==> src/rtl/fdsq_pkg.sv <==
package fdsq_pkg;

  typedef enum logic [1:0] {
    ST_IDLE,
    ST_PREP,
    ST_ITER,
    ST_FIN
  } fdsq_state_e;

  // result bits produced by the recurrence for a given active fraction width
  function automatic int iter_count(input logic is_root, input int frac_w);
    return is_root ? frac_w + 3 : frac_w + 4;
  endfunction

  // clock edges from acceptance to the done pulse
  function automatic int op_latency(input logic is_root, input int frac_w);
    return iter_count(is_root, frac_w) + 2;
  endfunction

endpackage

==> src/rtl/fdsq_ctrl.sv <==
module fdsq_ctrl
  import fdsq_pkg::*;
#(
  parameter int CNT_W = 6
) (
  input  logic             clk,
  input  logic             rst_n,
  input  logic             start,
  input  logic [CNT_W-1:0] n_iter,
  output logic             accept,
  output logic             load,
  output logic             step,
  output logic             finish,
  output logic             busy
);

  fdsq_state_e      state_q;
  logic [CNT_W-1:0] cnt_q;

  assign accept = start && (state_q == ST_IDLE);
  assign load   = (state_q == ST_PREP);
  assign step   = (state_q == ST_ITER);
  assign finish = (state_q == ST_FIN);
  assign busy   = (state_q != ST_IDLE);

  always_ff @(posedge clk or negedge rst_n) begin
    if (!rst_n) begin
      state_q <= ST_IDLE;
      cnt_q   <= '0;
    end else begin
      unique case (state_q)
        ST_IDLE: if (start) state_q <= ST_PREP;
        ST_PREP: begin
          cnt_q   <= n_iter - CNT_W'(1);
          state_q <= ST_ITER;
        end
        ST_ITER: begin
          if (cnt_q == '0) state_q <= ST_FIN;
          else             cnt_q   <= cnt_q - CNT_W'(1);
        end
        ST_FIN:  state_q <= ST_IDLE;
        default: state_q <= ST_IDLE;
      endcase
    end
  end

endmodule

==> src/rtl/fdsq_div_step.sv <==
module fdsq_div_step #(
  parameter int REM_W  = 10,
  parameter int MANT_W = 5
) (
  input  logic [REM_W-1:0]  rem,
  input  logic [MANT_W-1:0] dvs,
  output logic [REM_W-1:0]  rem_nx,
  output logic              q_bit
);

  logic [REM_W:0]   diff;
  logic [REM_W-1:0] kept;

  always_comb begin
    diff   = {1'b0, rem} - {{(REM_W-MANT_W+1){1'b0}}, dvs};
    q_bit  = ~diff[REM_W];
    kept   = q_bit ? diff[REM_W-1:0] : rem;
    rem_nx = {kept[REM_W-2:0], 1'b0};
  end

endmodule

==> src/rtl/fdsq_sqrt_step.sv <==
module fdsq_sqrt_step #(
  parameter int REM_W = 10,
  parameter int RES_W = 8
) (
  input  logic [REM_W-1:0] rem,
  input  logic [RES_W-1:0] root,
  input  logic [1:0]       pair,
  output logic [REM_W-1:0] rem_nx,
  output logic             r_bit
);

  logic [REM_W+1:0] cur;
  logic [REM_W+1:0] trial;
  logic [REM_W+2:0] diff;

  always_comb begin
    cur    = {rem, pair};
    trial  = {{(REM_W-RES_W){1'b0}}, root, 2'b01};
    diff   = {1'b0, cur} - {1'b0, trial};
    r_bit  = ~diff[REM_W+2];
    rem_nx = r_bit ? diff[REM_W-1:0] : cur[REM_W-1:0];
  end

endmodule

==> src/rtl/fdsq_core.sv <==
module fdsq_core
  import fdsq_pkg::*;
#(
  parameter int FRAC_D = 52,
  parameter int FRAC_S = 23
) (
  input  logic              clk,
  input  logic              rst_n,
  input  logic              start,
  input  logic              op_sqrt,
  input  logic              dbl,
  input  logic              odd_exp,
  input  logic [FRAC_D:0]   mant_a,
  input  logic [FRAC_D:0]   mant_b,
  output logic              busy,
  output logic              done,
  output logic [FRAC_D+3:0] res_q,
  output logic              sticky
);

  localparam int MANT_W = FRAC_D + 1;
  localparam int RES_W  = FRAC_D + 4;
  localparam int REM_W  = FRAC_D + 6;
  localparam int RAD_W  = 2 * FRAC_D + 6;
  localparam int CNT_W  = $clog2(RES_W + 1);
  localparam int SH     = FRAC_D - FRAC_S;

  // operation latched at acceptance
  logic              op_q, dbl_q, odd_q;
  logic [MANT_W-1:0] a_q, b_q;

  // shared recurrence state
  logic [REM_W-1:0] rem_q;
  logic [RES_W-1:0] acc_q;
  logic [RAD_W-1:0] rad_q;

  // control events, named for the checker
  logic accept, load, step, finish;
  logic [CNT_W-1:0] n_iter;

  logic [MANT_W-1:0] a_act, b_act;
  logic [MANT_W:0]   rad_x;
  logic [RAD_W-1:0]  rad_init;
  logic [REM_W-1:0]  dv_rem_nx, sq_rem_nx;
  logic              dv_bit, sq_bit;

  assign a_act    = dbl_q ? a_q : (a_q >> SH);
  assign b_act    = dbl_q ? b_q : (b_q >> SH);
  assign rad_x    = odd_q ? {a_act, 1'b0} : {1'b0, a_act};
  assign rad_init = {{(RAD_W-MANT_W-1){1'b0}}, rad_x} << (dbl_q ? FRAC_D + 4 : FRAC_D + 4 + SH);
  assign n_iter   = CNT_W'(iter_count(op_q, dbl_q ? FRAC_D : FRAC_S));

  fdsq_ctrl #(.CNT_W(CNT_W)) u_ctrl (
    .clk    (clk),
    .rst_n  (rst_n),
    .start  (start),
    .n_iter (n_iter),
    .accept (accept),
    .load   (load),
    .step   (step),
    .finish (finish),
    .busy   (busy)
  );

  fdsq_div_step #(.REM_W(REM_W), .MANT_W(MANT_W)) u_div (
    .rem    (rem_q),
    .dvs    (b_act),
    .rem_nx (dv_rem_nx),
    .q_bit  (dv_bit)
  );

  fdsq_sqrt_step #(.REM_W(REM_W), .RES_W(RES_W)) u_sqrt (
    .rem    (rem_q),
    .root   (acc_q),
    .pair   (rad_q[RAD_W-1 -: 2]),
    .rem_nx (sq_rem_nx),
    .r_bit  (sq_bit)
  );

  always_ff @(posedge clk or negedge rst_n) begin
    if (!rst_n) begin
      op_q  <= 1'b0;
      dbl_q <= 1'b0;
      odd_q <= 1'b0;
      a_q   <= '0;
      b_q   <= '0;
    end else if (accept) begin
      op_q  <= op_sqrt;
      dbl_q <= dbl;
      odd_q <= odd_exp;
      a_q   <= mant_a;
      b_q   <= mant_b;
    end
  end

  always_ff @(posedge clk or negedge rst_n) begin
    if (!rst_n) begin
      rem_q <= '0;
      acc_q <= '0;
      rad_q <= '0;
    end else if (load) begin
      rem_q <= op_q ? '0 : {{(REM_W-MANT_W){1'b0}}, a_act};
      acc_q <= '0;
      rad_q <= op_q ? rad_init : '0;
    end else if (step) begin
      rem_q <= op_q ? sq_rem_nx : dv_rem_nx;
      acc_q <= {acc_q[RES_W-2:0], op_q ? sq_bit : dv_bit};
      rad_q <= {rad_q[RAD_W-3:0], 2'b00};
    end
  end

  always_ff @(posedge clk or negedge rst_n) begin
    if (!rst_n) begin
      done   <= 1'b0;
      res_q  <= '0;
      sticky <= 1'b0;
    end else begin
      done <= finish;
      if (finish) begin
        res_q  <= acc_q;
        sticky <= |rem_q;
      end
    end
  end

endmodule

==> config.mk <==
export PLATFORM = sky130hd
export DESIGN_NAME = fdsq_core
export DESIGN_NICKNAME = d
export VERILOG_FILES = /design/src/rtl/fdsq_pkg.sv /design/src/rtl/fdsq_ctrl.sv /design/src/rtl/fdsq_div_step.sv /design/src/rtl/fdsq_sqrt_step.sv /design/src/rtl/fdsq_core.sv
export SDC_FILE = /design/constraint.sdc
export NUM_CORES = 1
export LEC_CHECK = 0
export BUFFER_PORTS_ARGS = -buffer_cell sky130_fd_sc_hd__buf_2
export CAP_MARGIN = 10
export CORE_MARGIN = 8
export CORE_UTILIZATION = 64
export CTS_BUF_LIST = sky130_fd_sc_hd__clkbuf_16
export CTS_CLUSTER_DIAMETER = 150
export DETAILED_ROUTE_END_ITERATION = 8
export GPL_TIMING_DRIVEN = 0
export PLACE_DENSITY_LB_ADDON = 0.2
export SYNTH_ARGS = -nofsm -noshare
export SYNTH_HDL_FRONTEND = slang
export SYNTH_HIERARCHICAL = 1
export SYNTH_SLANG_ARGS = --single-unit
==> constraint.sdc <==
create_clock -name clk -period 5.95 [get_ports clk]
set_input_delay 0.8925 -clock clk [delete_from_list [all_inputs] [get_ports clk]]
set_output_delay 0.8925 -clock clk [all_outputs]
set_load 0.005 [all_outputs]
==> Word level (Yosys, flattened, before mapping) <==
Cells that the tools add are included.
{ "classes": {"add_sub_neg": 6, "eq_ne": 6, "n_shift": 1, "mux": 23, "bitwise_logic": 2, "reduce_logical": 8} }
{ "ops": {"columns": ["cell", "count"], "rows": [
  ["2-to-1 mux 110 bit", 3],
  ["2-to-1 mux 58 bit", 4],
  ["2-to-1 mux 53 bit", 3],
  ["2-to-1 mux 56 bit", 2],
  ["left shift 54 x 7 -> 110 bit", 1],
  ["subtractor 60 x 58 -> 61 bit", 1],
  ["subtractor 58 x 53 -> 59 bit", 1],
  ["OR reduction 58 bit", 1],
  ["2-to-1 mux 57 bit", 1],
  ["2-to-1 mux 54 bit", 1],
  ["2-to-1 mux 6 bit", 3],
  ["one-hot mux 6 bit (2 select lines)", 1],
  ["subtractor 6 x 1 -> 6 bit, second input constant", 2],
  ["one-hot mux 2 bit (4 select lines)", 1],
  ["2-to-1 mux 7 bit", 1],
  ["adder 6 x 2 -> 6 bit, second input constant", 1],
  ["adder 6 x 3 -> 6 bit, second input constant", 1],
  ["zero test 6 bit", 1],
  ["== test 2 bit, second input constant", 2],
  ["2-to-1 mux 2 bit", 2],
  ["inequality test 2 bit, second input constant", 2],
  ["AND reduction 2 bit", 2],
  ["nonzero test 2 bit", 2],
  ["== test 2 x 1 -> 1 bit, second input constant", 1],
  ["5 further kinds", 6]
]} }
{ "word_totals": {"register_bits": 399, "inputBits": 112} }

==> Depth between registers and ports, before layout <==
Gate-level depths: netlist of the first run.
{ "depth": {"ltp_word": 6, "mapped_depth": 22, "depth_no_buf": 18} }

==> Hierarchy <==
The synthesis of the first run kept the hierarchy.
{ "modules_own_cells": {"columns": ["mod", "n_inst", "cells_per_inst", "area_per_inst_um2", "seq_area_each_um2"], "rows": [
  ["fdsq_core", 1, 1370, 16847.4, 9384.0],
  ["fdsq_div_step", 1, 656, 4244.1, 0.0],
  ["fdsq_sqrt_step", 1, 669, 4068.9, 0.0],
  ["fdsq_ctrl", 1, 62, 600.6, 200.2]
]} }

==> Worst setup path after synthesis of the first run <==
No wires, ideal clock.
{ "synth_path": {"kind": "reg2reg", "startpoint": "reg dbl_q", "endpoint": "reg rem_q[19]", "t_arrival_ns": 3.704, "t_required_ns": 5.812, "setup_slack_ns": 2.108, "path_stages_with_launch": 22, "path_buffers": 3, "synth_period_minus_slack_ns": 3.842, "path_cell_list": "dfrtp_1 clkbuf_1 mux2_2 ha_1 inv_1 fa_1 a21o_1 a221oi_4 o211ai_4 a221oi_4 o41a_4 o211ai_4 nand2_4 inv_2 buf_6 buf_6 nor2_1 a21oi_2 mux2i_1 nand2_1 o21ai_0 o22ai_1"} }
{ "synth_between": {"elab_chain_len": 6, "elab_cells_between_ends": 8, "cone_classes": "1 x add/sub; 7 x mux"} }
{ "synth_lines": {"columns": ["element", "line", "rtl"], "rows": [
  ["from (decl)", "fdsq_core.sv:29", "logic op_q, dbl_q, odd_q;"],
  ["from (signal assigned)", "fdsq_core.sv:89", "dbl_q <= dbl;"],
  ["2-to-1 mux 53 bit", "fdsq_core.sv:48", "assign b_act = dbl_q ? b_q : (b_q >> SH);"],
  ["net b_act[0]", "fdsq_core.sv:41", "logic [MANT_W-1:0] a_act, b_act;"],
  ["subtractor 58 x 53 -> 59 bit", "fdsq_div_step.sv:15", "diff = {1'b0, rem} - {{(REM_W-MANT_W+1){1'b0}}, dvs};"],
  ["2-to-1 mux 57 bit", "fdsq_div_step.sv:17", "kept = q_bit ? diff[REM_W-1:0] : rem;"],
  ["net dv_rem_nx[19]", "fdsq_core.sv:44", "logic [REM_W-1:0] dv_rem_nx, sq_rem_nx;"],
  ["2-to-1 mux 58 bit", "fdsq_core.sv:106", "rem_q <= op_q ? sq_rem_nx : dv_rem_nx;"],
  ["2-to-1 mux 58 bit", "fdsq_core.sv:105", "end else if (step) begin"],
  ["2-to-1 mux 58 bit", "fdsq_core.sv:101", "end else if (load) begin"],
  ["to (signal assigned)", "fdsq_core.sv:102", "rem_q <= op_q ? '0 : {{(REM_W-MANT_W){1'b0}}, a_act};"],
  ["to (signal assigned)", "fdsq_core.sv:106", null],
  ["to (decl)", "fdsq_core.sv:33", "logic [REM_W-1:0] rem_q;"]
]} }
The timed path passes the listed nets, and every way through them passes these cells. The select of a mux whose other input is x is not followed.
A chain may end at the register's enable or synchronous reset.

==> Worst setup path in the final report of the first run <==
{ "layout_path": {"startpoint": "reg dbl_q", "endpoint": "reg rem_q[35]"} }
The elaborated chain is that of the path after synthesis.

==> reports/qor.txt, run 1 <==
Outcome = completed
Post-route antenna net violation count = 0
Slowest-stage cell, CP = clkbuf_1
Pin count of the biggest net entering global routing = 132
# IOs = 171
Startpoint type of the worst setup path = flop
Clock root buffer = clkbuf_16
Post-CTS sizing = 0
Mapped Area = 0.0258 sq mm
Ant. Diodes = 0
Seq/Total Area, Yosys = 0.372
Fin crit period = 5.41 ns
Mapped Cells = 2,757
Area delta synth->final = 11.6%
Initial Util = 0.648
Final setup skew = 0.0399 ns
Post-synthesis adder-cell area fraction = 0.0586
Post-synth EDFFs = 0
Via count = 22,989
Syn. warnings = 6
Die X-Extent = 217 microns
Total negative slack = 0 ns
Slew margin rel. = 0.298
Setup CP Type = flop to flop
Reg2reg start = dbl_q$_DFFE_PN0P_
DP HPWL = 66,500 microns
Worst-case reg-to-reg path depth = 17
Via density = 6.51
TritonRoute pass-1 iters = 7
R2R setup slack = 0.54 ns
Max-Cap Viols = 0
Worst Tran Pin Value = 1.04 ns
Dpl ws = 0.797 ns
Yosys reg bits = 383
Synth Area in Simple Gates = 0.122
TritonCTS clock tree = built
Core area = 0.0397 sq mm
CP endpoint kind = flop
Total GRT Usage = 0.357
Die Y = 217 microns
Clock buffer depth = 3
Clock sink total = 383
Multiplexer share of the synthesized area = 0.195
DIE AREA = 0.0469 sq mm
Hold Crit Class = input port to asynchronous set/reset pin
Setup violators final = 0
Slew Limit Fails = 0
Share of cells above drive strength 1 = 0.185
Crit path buf inv count = 3
Clock slew at reported path FFs = 0.06 ns
Post-synth ARST share = 1.00
Critical path peak fanout = 10
Met3 routed WL = 8000 microns
Synth unique cells = 91
Initial antenna violation count = 2
Synth Area in Compound Gates = 0.164
TritonCTS Buffers = 42
WL final = 86,500 microns
Iteration-0 DRC Markers = 2,701
Top sig layer = met5
Largest family of logic cells by synthesized area = multiplexers
RePlAce Congestion = 1.08
Vias in the first global route = 22,688
Final worst setup slack = 0.537 ns
Crit path max-delay family = compound AO/OA/AOI/OAI gates
Xor/xnor share of the synthesized area = 0.0350
Worst-skew pair later-pin latency = 0.62 ns
Ys flop type = dfrtp_1
CP cell instances = clkbuf_1, mux2_2, inv_1, ha_1, and3_2, a221oi_4, o211ai_4, a221oi_4, o41a_4, o211ai_4, nand2_4, clkbuf_1, o21ai_0, mux2i_1, nand2_1, o21ai_0, o21ai_0
Syn avg cell area = 9.34 sq um
Worst Path Required = 6.40 ns
Filler cell count = 2,994
Final worst hold slack = 0.200 ns
Met2 routed WL = 38,900 microns
Max Freq = 0.185 GHz
Tcrit/Tclk final = 0.910
First-pass GRT wire length = 131,000 microns
CP Data Arrival Time = 5.86 ns
Rows = 73
Largest stage delay, worst path = 0.72 ns
Met1 Wirelength = 34,500 microns
Hold Fails Final Rpt = 0
DRC = 0
H-Tree Depth = 2
Gr ovfl total = 0
Number of setup buffers added after CTS = 0
Buffers on Ports = 170
WL per Instance = 24.5 microns
Fin nets = 3,207
Unrepaired setup endpoints after global routing = no
# hold bufs at CTS = 0
Crit-path most repeated cell = o21ai_0
Reg2reg end = rem_q[35]$_DFFE_PN0P_
layout by cell type (no fill, tap or decap), drive strengths merged, types with 78 or more instances in the layout:
cell,count
buf,264
nand2,207
inv,155
mux2,198
clkbuf,124
mux2i,280
o21ai,176
o22ai,78
dfrtp,383
a21oi,202
ha,119
nor2,249
sequential cells by signal, summed over array words and instances (netlist names):
name	cells
sticky	1
dbl_q	1
u_ctrl/state_q	2
u_ctrl/cnt_q	6
done	1
op_q	1
odd_q	1
b_q	53
res_q	56
acc_q	56
rad_q	94
rem_q	58
a_q	53
worst max path at each step:
stage / start / to / slack, ns / cells after the start
finish: dbl_q$_DFFE_PN0P_ / rem_q[35]$_DFFE_PN0P_ / 0.54 / 17
global route: dbl_q$_DFFE_PN0P_ / rem_q[35]$_DFFE_PN0P_ / 0.48 / 17
detailed placement: dbl_q$_DFFE_PN0P_ / rem_q[35]$_DFFE_PN0P_ / 0.80 / 17
CTS: dbl_q$_DFFE_PN0P_ / rem_q[35]$_DFFE_PN0P_ / 0.76 / 17
global placement: rst_n / res_q[7]$_DFFE_PN0P_ / -3.15 / 1
floorplan: dbl_q$_DFFE_PN0P_ / rem_q[19]$_DFFE_PN0P_ / 2.11 / 21
per-layer routing:
metal,vias up,GRT usage
li1,10259,-
met1,11163,0.457
met2,1268,0.561
met3,297,0.0798
met4,2,0.190
met5,-,0
worst reg2reg max path, delay by kind of cell (launching register included):
family | cells | cell delay, ns
AO/OA/AOI/OAI | 8 | 1.83
buffers and inverters | 3 | 1.48
multiplexers | 2 | 0.67
flip-flops | 1 | 0.50
AND/OR/NAND/NOR | 3 | 0.44
adder cells (fa/ha/maj) | 1 | 0.36
metrics by stage:
stage | std cells | instance area (sq um) | util
final | 3529 | 28800 | 0.724
after global routing | 3529 | 28800 | 0.724
after CTS | 3529 | 28800 | 0.724
after detailed placement | 3456 | 27400 | 0.689
after global placement | 3453 | 27300 | 0.686
after floorplan | 2758 | 25800 | -
logic make-up after synthesis:
| family | count (synthesis) |
|---|---|
| adders and majority gates | 120 |
| DFF | 383 |
| and+or+nand+nor | 684 |
| AOI/OAI and AO/OA | 666 |
| xor gates and xnor gates | 103 |
| muxes | 478 |
| other | 2 |
| buffers and inverters | 321 |
cell type report:
class / instances / area (sq um) / share of cell area
Clock inverter: 30 / 317 / 0.0110
Sequential cell: 383 / 9580 / 0.333
Buffer: 172 / 807 / 0.0281
Clock buffer: 43 / 1080 / 0.0374
Tap cell: 525 / 657 / 0.0228
Inverter: 149 / 559 / 0.0194
Timing Repair Buffer: 173 / 943 / 0.0328
Multi-Input combinational cell: 2054 / 14800 / 0.515
Yosys cell counts (76+ instances only):
cell / instances / area (sq um)
clkbuf_1: 79 / 297
mux2i_1: 280 / 2800
inv_1: 148 / 556
buf_2: 76 / 380
nand2_1: 206 / 773
nor2_1: 249 / 935
dfrtp_1: 383 / 9580
mux2_2: 198 / 2230
o22ai_1: 78 / 488
a21oi_1: 191 / 956
o21ai_0: 169 / 846
ha_1: 119 / 1490
Power of run 1 is left out: the tool's default activity adds up to more than one toggle a clock period on the data nets, which glitch-free logic cannot reach.
==> inputs of run 2 (changes only) <==
--- a/config.mk
+++ b/config.mk
@@ -12,9 +12,8 @@
 export CTS_BUF_LIST = sky130_fd_sc_hd__clkbuf_16
 export CTS_CLUSTER_DIAMETER = 150
 export DETAILED_ROUTE_END_ITERATION = 8
-export GPL_TIMING_DRIVEN = 0
+export GPL_TIMING_DRIVEN = 1
 export PLACE_DENSITY_LB_ADDON = 0.2
 export SYNTH_ARGS = -nofsm -noshare
 export SYNTH_HDL_FRONTEND = slang
-export SYNTH_HIERARCHICAL = 1
 export SYNTH_SLANG_ARGS = --single-unit
==> run 2 against run 1 <==
  * Final cell count decreased by 6.2%
  * Count of clock-buffer cells in the layout down 2
  * First-iteration DRC count increased by 0.67%
  * Register-to-register slack better by 0.54 ns
  * Routed wire length is 6.5% lower
  * Synthesized cell count decreased by 2.4%
  * Critical path type unchanged
==> reports/qor.txt, run 2 <==
Via count = 21,995
Pin count of the biggest net entering global routing = 159
Yosys reg bits = 383
Tcrit/Tclk final = 0.819
DP HPWL = 59,100 microns
Worst Tran Pin Value = 1.20 ns
Initial antenna violation count = 1
TritonRoute pass-1 iters = 6
Die Y = 213 microns
Ranking of synthesized cells by area = dfrtp_1 (39%), mux2_2 (9.6%), ha_1 (6.2%)
Total negative slack = 0 ns
DRC = 0
R2R setup slack = 1.08 ns
Max reg flops = 94
Syn. warnings = 0
Startpoint type of the worst setup path = flop
Clock slew at reported path FFs = 0.06 ns
Buffers on Ports = 170
Via density = 6.65
Setup CP Type = flop to flop
Critical path peak fanout = 80
Synthesized Nets = 2,926
First-pass GRT wire length = 123,000 microns
Top cell type's share of synthesized area = 0.387
Post-synth EDFFs = 0
CP endpoint kind = flop
Biggest regs = rad_q: 94 flops, rem_q: 58 flops
Mapped Cells = 2,690
Fin crit period = 4.87 ns
Area delta synth->final = 9.93%
Initial Util = 0.645
Worst-case reg-to-reg path depth = 13
Most common cell after layout, fill and taps aside = dfrtp_1
Setup violators final = 0
Slew Limit Fails = 0
CP cell instances = buf_4, mux2i_1, ha_1, a21oi_1, o21ai_0, a2111oi_0, o22a_2, o2111ai_2, nand2_2, buf_12, mux2_2, a222oi_1, a21oi_1
Reg2reg end = rem_q[18]$_DFFE_PN0P_
Share of cells above drive strength 1 = 0.191
Most frequent cells in the layout = dfrtp_1 (380), nand2_1 (220), mux2_2 (210), a21oi_1 (195), o21ai_0 (194)
Critical Path Sink = rem_q[18]$_DFFE_PN0P_
Hold Fails Final Rpt = 0
Max-Cap Viols = 0
TritonCTS clock tree = built
Synth unique cells = 80
Total GRT Usage = 0.352
Syn avg cell area = 9.20 sq um
Largest register by flop count = rad_q
Number of setup buffers added after CTS = 0
Seq/Total Area, Yosys = 0.387
Mapped Area = 0.0247 sq mm
Rows = 72
Vias in the first global route = 21,224
Slowest-stage cell, CP = dfrtp_4
Ys flop type = dfrtp_1
# IOs = 171
Post-CTS sizing = 0
RePlAce Congestion = 1.00
Fin nets = 2,994
Clock buffer depth = 3
Clock root buffer = clkbuf_16
Largest stage delay, worst path = 0.84 ns
Final setup skew = 0.0231 ns
TritonCTS Buffers = 40
Worst Path Required = 6.35 ns
Iteration-0 DRC Markers = 2,719
CP Data Arrival Time = 5.27 ns
WL final = 80,900 microns
Clock sink total = 383
Outcome = completed
Crit path from = dbl_q$_DFFE_PN0P_
DIE AREA = 0.0452 sq mm
Post-route antenna net violation count = 0
Post-synth top area cell = dfrtp_1
Die X-Extent = 213 microns
Unrepaired setup endpoints after global routing = no
Worst-skew pair later-pin latency = 0.59 ns
# hold bufs at CTS = 0
Crit-path most repeated cell = a21oi_1
Post-synth ARST share = 1.00
WL per Instance = 24.4 microns
Post-synth top cells = dfrtp_1 (383), nand2_1 (222), mux2_2 (210)
Core area = 0.0384 sq mm
Max Freq = 0.205 GHz
H-Tree Depth = 2
Hold Crit Class = input port to asynchronous set/reset pin
Slew margin rel. = 0.198
Most frequent cell after synthesis = dfrtp_1
Gr ovfl total = 0
Reg2reg start = dbl_q$_DFFE_PN0P_
-- run 2: changes by cell type in the layout (fill, tap and decap cells not counted), moves of 40 or more --
cell,previous run,this run
inv_1,153,113
nor2_1,249,192
nand3_1,34,92
mux2i_1,280,66
buf_2,245,169
clkbuf_1,79,0
o22ai_1,78,12
-- run 2: kinds of logic (layout without fill, tap and decap cells) --
kind of cell,Yosys count,after routing,share of synthesized area
mux,276,276,0.122
buf+inv,285,384,0.0441
compound gates,821,821,0.216
fa+ha+maj,124,124,0.0630
simple gates,698,698,0.131
xor+xnor,103,103,0.0365
flops,383,383,0.387
other cells,0,2,0
-- run 2: per-stage QoR --
stage | setup slack, ns | utilization | cells | instance area (sq um) | hold slack (ns)
floorplan | 1.46 | - | 2690 | 24700 | 0.464
global route | 0.829 | 0.709 | 3307 | 27200 | 0.350
global placement | 1.37 | 0.675 | 3234 | 25900 | 0.476
CTS | 1.19 | 0.709 | 3307 | 27200 | 0.307
detailed placement | 1.25 | 0.675 | 3234 | 25900 | 0.485
finish | 1.08 | 0.709 | 3309 | 27200 | 0.291
-- run 2: worst min path at each step --
stage	from	to	slack, ns	cells after the start
after detailed placement	rad_q[77]$_DFFE_PN0P_	rad_q[77]$_DFFE_PN0P_	0.48	1
after floorplan	rad_q[83]$_DFFE_PN0P_	rad_q[83]$_DFFE_PN0P_	0.46	1
final	rst_n	res_q[50]$_DFFE_PN0P_	0.29	1
after global routing	rst_n	res_q[49]$_DFFE_PN0P_	0.35	1
after CTS	rst_n	res_q[50]$_DFFE_PN0P_	0.31	1
after global placement	rad_q[83]$_DFFE_PN0P_	rad_q[83]$_DFFE_PN0P_	0.48	1
-- run 2: layer usage --
| layer | global-route usage | part of all wire | vias up |
|---|---|---|---|
| li1 | - | - | 9987 |
| met1 | 0.482 | 0.41 | 10515 |
| met2 | 0.521 | 0.43 | 1251 |
| met3 | 0.0865 | 0.11 | 242 |
| met4 | 0.168 | 0.053 | 0 |
| met5 | 0 | 0 | - |
-- run 2: worst max-delay path: cells and delay by family, from the launching register on --
| kind | cells | cell delay [ns] |
|---|---|---|
| AOI/OAI and AO/OA | 7 | 1.65 |
| DFF | 1 | 0.84 |
| buffers and inverters | 2 | 0.82 |
| muxes | 2 | 0.69 |
| adders and majority gates | 1 | 0.30 |
| and+or+nand+nor | 1 | 0.30 |
-- run 2: cell type report --
class | instances | area [sq um]
multi-input cells | 2022 | 14100
fillers | 2926 | 11200
flip-flops and latches | 383 | 9590
repair buffers | 203 | 1160
clock buffers | 41 | 1030
well taps | 518 | 648
inverters | 108 | 408
clock inverters | 32 | 259
diodes | 2 | 5.00
Power of run 2 is left out for the same reason.
